$ cat src/rtl/quad_link_pkg.sv
package quad_link_pkg;

    typedef logic [3:0] rail_t;

    typedef enum logic [1:0] {
        TX_IDLE  = 2'd0,
        TX_MARK  = 2'd1,
        TX_SPACE = 2'd2
    } tx_state_e;

    typedef enum logic [1:0] {
        RX_MARK  = 2'd0,
        RX_SPACE = 2'd1,
        RX_HOLD  = 2'd2
    } rx_state_e;

    // Classification of the four wire levels seen by a receiver.
    typedef struct packed {
        logic       symbol;   // exactly one wire high
        logic       clash;    // two or more wires high
        logic       spacer;   // all wires low
        logic [1:0] pair;     // decoded symbol value
    } rail_view_t;

    function automatic rail_t pair_to_rail(input logic [1:0] p);
        return rail_t'(4'b0001 << p);
    endfunction

    function automatic logic [1:0] rail_to_pair(input rail_t r);
        logic [1:0] v;
        v = 2'd0;
        for (int i = 0; i < 4; i++) begin
            if (r[i]) v = 2'(i);
        end
        return v;
    endfunction

    function automatic rail_view_t classify(input rail_t r);
        rail_view_t c;
        c.symbol = ($countones(r) == 1);
        c.clash  = ($countones(r) > 1);
        c.spacer = (r == 4'b0000);
        c.pair   = rail_to_pair(r);
        return c;
    endfunction

endpackage

$ cat src/rtl/qlink_sync.sv
module qlink_sync #(
    parameter int W      = 1,
    parameter int STAGES = 2
) (
    input  logic         clk,
    input  logic         rst,
    input  logic [W-1:0] d,
    output logic [W-1:0] q
);
    logic [W-1:0] stg [STAGES];

    always_ff @(posedge clk) begin
        if (rst) stg[0] <= '0;
        else     stg[0] <= d;
    end

    for (genvar i = 1; i < STAGES; i++) begin : g_stage
        always_ff @(posedge clk) begin
            if (rst) stg[i] <= '0;
            else     stg[i] <= stg[i-1];
        end
    end

    assign q = stg[STAGES-1];
endmodule

$ cat src/rtl/qlink_tx.sv
module qlink_tx
    import quad_link_pkg::*;
#(
    parameter int WORD_W      = 32,
    parameter int SYNC_STAGES = 2
) (
    input  logic              clk,
    input  logic              rst,
    input  logic              s_valid,
    output logic              s_ready,
    input  logic [WORD_W-1:0] s_data,
    output rail_t             rail,
    input  logic              ack_in
);
    localparam int SYMS  = WORD_W / 2;
    localparam int CNT_W = (SYMS > 1) ? $clog2(SYMS) : 1;
    localparam logic [CNT_W-1:0] LAST = CNT_W'(SYMS - 1);

    tx_state_e         state;
    logic [WORD_W-1:0] shreg;
    logic [CNT_W-1:0]  cnt;
    logic              ack_s;

    qlink_sync #(.W(1), .STAGES(SYNC_STAGES)) u_ack_sync (
        .clk (clk),
        .rst (rst),
        .d   (ack_in),
        .q   (ack_s)
    );

    always_ff @(posedge clk) begin
        if (rst) begin
            state <= TX_IDLE;
            rail  <= '0;
            shreg <= '0;
            cnt   <= '0;
        end else begin
            unique case (state)
                TX_IDLE: begin
                    if (s_valid) begin
                        shreg <= s_data;
                        rail  <= pair_to_rail(s_data[1:0]);
                        cnt   <= '0;
                        state <= TX_MARK;
                    end
                end
                TX_MARK: begin
                    if (ack_s) begin
                        rail  <= '0;
                        state <= TX_SPACE;
                    end
                end
                TX_SPACE: begin
                    if (!ack_s) begin
                        if (cnt == LAST) begin
                            state <= TX_IDLE;
                        end else begin
                            shreg <= {2'b00, shreg[WORD_W-1:2]};
                            rail  <= pair_to_rail(shreg[3:2]);
                            cnt   <= cnt + 1'b1;
                            state <= TX_MARK;
                        end
                    end
                end
                default: state <= TX_IDLE;
            endcase
        end
    end

    assign s_ready = (state == TX_IDLE);
endmodule

$ cat src/rtl/qlink_rx.sv
module qlink_rx
    import quad_link_pkg::*;
#(
    parameter int WORD_W      = 32,
    parameter int SYNC_STAGES = 2
) (
    input  logic              clk,
    input  logic              rst,
    input  rail_t             rail_in,
    output logic              ack,
    output logic              m_valid,
    input  logic              m_ready,
    output logic [WORD_W-1:0] m_data,
    output logic              error
);
    localparam int SYMS  = WORD_W / 2;
    localparam int CNT_W = (SYMS > 1) ? $clog2(SYMS) : 1;
    localparam logic [CNT_W-1:0] LAST = CNT_W'(SYMS - 1);

    rx_state_e         state;
    logic [WORD_W-1:0] shreg;
    logic [CNT_W-1:0]  cnt;
    rail_t             rail_s;
    rail_view_t        view;

    qlink_sync #(.W(4), .STAGES(SYNC_STAGES)) u_rail_sync (
        .clk (clk),
        .rst (rst),
        .d   (rail_in),
        .q   (rail_s)
    );

    assign view = classify(rail_s);

    always_ff @(posedge clk) begin
        if (rst) begin
            state <= RX_MARK;
            shreg <= '0;
            cnt   <= '0;
            ack   <= 1'b0;
            error <= 1'b0;
        end else begin
            error <= view.clash;
            unique case (state)
                RX_MARK: begin
                    if (view.symbol) begin
                        shreg <= {view.pair, shreg[WORD_W-1:2]};
                        ack   <= 1'b1;
                        state <= RX_SPACE;
                    end
                end
                RX_SPACE: begin
                    if (view.spacer) begin
                        ack <= 1'b0;
                        if (cnt == LAST) begin
                            state <= RX_HOLD;
                        end else begin
                            cnt   <= cnt + 1'b1;
                            state <= RX_MARK;
                        end
                    end
                end
                RX_HOLD: begin
                    if (m_ready) begin
                        cnt   <= '0;
                        state <= RX_MARK;
                    end
                end
                default: state <= RX_MARK;
            endcase
        end
    end

    assign m_valid = (state == RX_HOLD);
    assign m_data  = shreg;
endmodule

$ cat src/rtl/quad_rail_link.sv
module quad_rail_link
    import quad_link_pkg::*;
#(
    parameter int WORD_W      = 32,
    parameter int SYNC_STAGES = 2
) (
    input  logic              clk,
    input  logic              rst,
    input  logic              s_valid,
    output logic              s_ready,
    input  logic [WORD_W-1:0] s_data,
    output logic [3:0]        tx_rail,
    input  logic              tx_ack_in,
    input  logic [3:0]        rx_rail_in,
    output logic              rx_ack,
    output logic              m_valid,
    input  logic              m_ready,
    output logic [WORD_W-1:0] m_data,
    output logic              rx_error
);
    qlink_tx #(.WORD_W(WORD_W), .SYNC_STAGES(SYNC_STAGES)) u_tx (
        .clk     (clk),
        .rst     (rst),
        .s_valid (s_valid),
        .s_ready (s_ready),
        .s_data  (s_data),
        .rail    (tx_rail),
        .ack_in  (tx_ack_in)
    );

    qlink_rx #(.WORD_W(WORD_W), .SYNC_STAGES(SYNC_STAGES)) u_rx (
        .clk     (clk),
        .rst     (rst),
        .rail_in (rx_rail_in),
        .ack     (rx_ack),
        .m_valid (m_valid),
        .m_ready (m_ready),
        .m_data  (m_data),
        .error   (rx_error)
    );
endmodule

$ cat config.mk
export PLATFORM = sky130hd
export DESIGN_NAME = quad_rail_link
export DESIGN_NICKNAME = d
export VERILOG_FILES = /design/src/rtl/quad_link_pkg.sv /design/src/rtl/qlink_sync.sv /design/src/rtl/qlink_tx.sv /design/src/rtl/qlink_rx.sv /design/src/rtl/quad_rail_link.sv
export SDC_FILE = /design/constraint.sdc
export NUM_CORES = 1
export LEC_CHECK = 0
export BUFFER_PORTS_ARGS = -buffer_cell sky130_fd_sc_hd__buf_2
export CAP_MARGIN = 0
export CORE_ASPECT_RATIO = 0.6
export CORE_MARGIN = 5
export CORE_UTILIZATION = 30
export CTS_BUF_LIST = sky130_fd_sc_hd__clkbuf_2 sky130_fd_sc_hd__clkbuf_4 sky130_fd_sc_hd__clkbuf_8
export CTS_CLUSTER_SIZE = 40
export DETAILED_ROUTE_END_ITERATION = 7
export PLACE_DENSITY = 0.58
export SYNTH_ARGS = -nofsm -noshare
export SYNTH_HDL_FRONTEND = slang
export SYNTH_SLANG_ARGS = --single-unit
export TNS_END_PERCENT = 20
$ cat constraint.sdc
create_clock -name clk -period 3.35 [get_ports clk]
set_clock_uncertainty 0.15 [all_clocks]
set_input_delay 0.335 -clock clk [delete_from_list [all_inputs] [get_ports clk]]
set_output_delay 0.335 -clock clk [all_outputs]
set_load 0.02 [all_outputs]
==> impl_metrics.py <==
metrics = {
    "yosys": {
        "synth.distinct_cells": 42,
        "yosysWarnings": 0,
        "yosysSeqAreaShare_pct": 48.0,
        "netlist_instances": 407,
        "synthesis.nets": 456,
        "syn_avg_cell_area_um2": 9.23,
        "ys_ff_latch": 90,
        "synthesis.area_mm2": 0.00375,
    },
    "floorplanning": {
        "rows": 31,
        "die_y_um": 96.7,
        "dieArea_mm2": 0.0149,
        "ioPinCount": 81,
        "initial_core_util_pct": 30.9,
        "core-area_mm2": 0.0121,
        "die_width_um": 154,
    },
    "placed_design": {
        "io_buffer_count": 80,
        "place_congestion": 0.774,
        "place_ws_ps": 857,
        "place_area_mm2": 0.00424,
        "dp_hpwl_um": 6010,
    },
    "clock_network": {
        "clockRootBuffer": "clkbuf_8",
        "clkSlewWorstSetupHoldPaths_ps": 90,
        "ctsHoldBuffers": 0,
        "htreeDepth": 3,
        "postCtsSetupBuffers": 0,
        "cts_buffers": 9,
        "cts.path.max_buffers": 2,
        "clock_latency_ps": 350,
        "cts_tree": "yes",
        "cts_resized": 0,
        "clock_sinks": 90,
    },
    "timing": {
        "hold_slack_ps": 32.5,
        "finalCriticalPeriod_ps": 2500,
        "finalHoldViolCount": 0,
        "report.final.slew_viol_count": 0,
        "rsz0062_at_grt": "no",
        "slew_headroom_pct": 43.4,
        "worst_slew_pin_slew_ps": 848,
        "fin_crit_sh_pct": 74.7,
        "fin_tns_setup_ps": 0,
        "worst_slack_ps": 846,
        "finalSetupViolations": 0,
        "max_freq_ghz": 0.399,
    },
    "setup_path": {
        "arrival_ps": 2630,
        "cp.depth": 9,
        "r2r-start": "u_rx.u_rail_sync.stg[1][2]",
        "cp-endpoint": "u_rx.m_data[31]",
        "crit_path_max_fanout": 34,
        "worst_r2r_endpoint": "u_rx.m_data[31]",
        "cp-end-kind": "flip-flop",
        "cp_slowest_cell": "fa_1",
        "reg2regPathDepth": 9,
        "cp-start-kind": "flip-flop",
        "crit_buf_inv": 2,
        "worst-r2r-setup-slack_ps": 850,
        "crit_chain": "inv_1 > ha_1 > ha_1 > fa_1 > nor2_1 > and3_1 > buf_4 > nor2_1 > a211oi_1",
        "worstSetupStartpoint": "u_rx.u_rail_sync.stg[1][2]",
        "critPathRequiredTime_ps": 3480,
        "cp_top_family": "adder cells",
        "critPathKind": "flip-flop to flip-flop",
        "slowest_delay_ps": 440,
    },
    "finish": {
        "area_delta_synth_final_pct": 17.5,
        "stdcell_area_mm2": 0.00441,
        "drive_gt1_share_pct": 24.8,
        "diodes": 0,
        "nets": 525,
    },
    "run_status": {
        "outcome": "finished, final reports clean",
    },
    "routing": {
        "drtIter0Drc": 121,
        "viasPerCell": 4.60,
        "wire_per_inst_um": 13.2,
        "drt-pass1-iter-count": 4,
        "num_vias": 2966,
        "wl_um": 8500,
        "antenna_left": 0,
        "drc_errors": 0,
    },
    "grt": {
        "grt_max_degree": 58,
        "grt_usage_pct": 11.6,
        "grt_pass1_wl_um": 14300,
        "antenna_found_initial": 0,
        "grt_pass1_vias": 2911,
        "grt-ovfl-total": 0,
    },
    "pwr": {
        "irDropWorstVdd_mv": 0.148,
        "powerDensity_mw_per_mm2": 475,
        "total_power_mw": 2.10,
        "power_leakage_nw": 1.95,
    },
    "hold_path": {
        "hp-class": "primary input to flip-flop",
        "hold_path_depth": 2,
    },
    "flow_run": {
        "cap_viol_max_count": 0,
    },
}
==> sequential cells by signal, summed over array words and instances, names as in the netlist <==
| signal | count |
|---|---|
| u_rx.state | 2 |
| u_rx.ack | 1 |
| u_tx.state | 2 |
| u_rx.cnt | 4 |
| u_rx.u_rail_sync.stg | 8 |
| u_tx.u_ack_sync.stg | 2 |
| u_tx.shreg | 30 |
| u_tx.rail | 4 |
| u_rx.m_data | 32 |
| u_rx.error | 1 |
| u_tx.cnt | 4 |
==> layer usage <==
layer | share of wire, % | wire length [um] | track usage [%] | vias up
met1 | 49 | 4160 | 15.2 | 1359
met4 | 1.2 | 101 | 3.60 | 0
met2 | 42 | 3610 | 16.8 | 52
met3 | 7.3 | 621 | 5.66 | 14
met5 | 0 | 0 | 0 | -
li1 | - | - | - | 1541
==> report_power, final <==
part           internal, mW  leakage, nW  switching [mW]  total [mW]
sequential             1.12        0.736          0.0337        1.16
combinational         0.103         1.13           0.166       0.269
clock                 0.294       0.0848           0.376       0.671
total                  1.52         1.95           0.576        2.10
==> area by class of cell <==
cell class | count | area (um2)
clock inverters | 4 | 28.8
fillers | 1232 | 7730
repair buffers | 87 | 455
well taps | 165 | 206
clock buffers | 11 | 145
flip-flops and latches | 90 | 1800
inverters | 9 | 33.8
multi-input cells | 279 | 1740
==> worst register-to-register path, cell delays in order (launching register included) <==
cell,delay (ps)
dfxtp_1,340
inv_1,60
ha_1,290
ha_1,200
fa_1,440
nor2_1,170
and3_1,180
buf_4,320
nor2_1,80
a211oi_1,200
==> through the flow <==
stage                     instances  utilization, %
after floorplan                 407               -
after global placement          630            34.9
after detailed placement        630            34.9
after CTS                       645            36.3
after global routing            645            36.3
final                           645            36.3
==> cells in the mapped netlist <==
master     number  area share [%]
dfxtp_1        90              48
nand2_1        73             7.3
a21oi_1        42             5.6
nor2_1         40             4.0
mux2i_1        32             8.5
a211oi_1       21             4.2
clkbuf_1       13             1.3
nor2b_1        12             2.0
a211oi_2       10             3.3
inv_1           9            0.90
ha_1            7             2.3
nand3_1         7            0.93
buf_2           5            0.67
nand2b_1        5            0.83
buf_4           4            0.80
buf_6           4             1.2
o32ai_1         4            0.93
a41oi_1         2            0.47
and3_1          2            0.33
nand4b_1        2            0.47
nor3b_4         2             1.0
a21o_2          1            0.23
a22o_1          1            0.23
a22oi_1         1            0.20
a311oi_1        1            0.23
a31o_1          1            0.23
a31oi_1         1            0.17
and2_1          1            0.17
buf_1           1            0.10
buf_12          1            0.53
clkbuf_4        1            0.20
fa_1            1            0.53
mux2_2          1            0.30
nand3b_1        1            0.20
nor3b_1         1            0.20
nor4_1          1            0.17
o211ai_1        1            0.20
o21ai_0         1            0.13
o2bb2ai_1       1            0.23
or2_2           1            0.17
or3b_2          1            0.23
xnor2_1         1            0.23
==> layout by cell type, fill, tap and decap left out, drive strengths merged, types with 2 or more instances in the layout <==
master    Yosys  layout
a211oi       31      31
a21oi        42      42
a41oi         2       2
and3          2       2
buf          15      87
clkbuf       14      11
clkinv        0       2
clkinvlp      0       2
dfxtp        90      90
ha            7       7
inv           9       9
mux2i        32      32
nand2        73      73
nand2b        5       5
nand3         7       7
nand4b        2       2
nor2         40      40
nor2b        12      12
nor3b         3       3
o32ai         4       4
==> worst min path at each step <==
stage	start	endpoint	slack (ps)
6_report	rx_rail_in[1]	u_rx.u_rail_sync.stg[0][1]	30
5_1_grt	rx_rail_in[3]	u_rx.u_rail_sync.stg[0][3]	10
4_1_cts	rx_rail_in[1]	u_rx.u_rail_sync.stg[0][1]	7
3_5_place_dp	u_rx.u_rail_sync.stg[0][2]	u_rx.u_rail_sync.stg[1][2]	290
3_3_place_gp	u_rx.u_rail_sync.stg[0][1]	u_rx.u_rail_sync.stg[1][1]	290
2_1_floorplan	u_rx.u_rail_sync.stg[0][0]	u_rx.u_rail_sync.stg[1][0]	260
==> cells by family (layout without fill, tap and decap cells) <==
logic type / count (synthesis) / after routing / share of synthesized area [%]
fa+ha+maj: 8 / 8 / 2.87
flops: 90 / 90 / 48.0
xor+xnor: 1 / 1 / 0.233
simple gates: 149 / 149 / 18.0
buf+inv: 38 / 111 / 5.70
mux: 33 / 33 / 8.83
compound gates: 88 / 88 / 16.4
(Power assumes the default switching activity.)
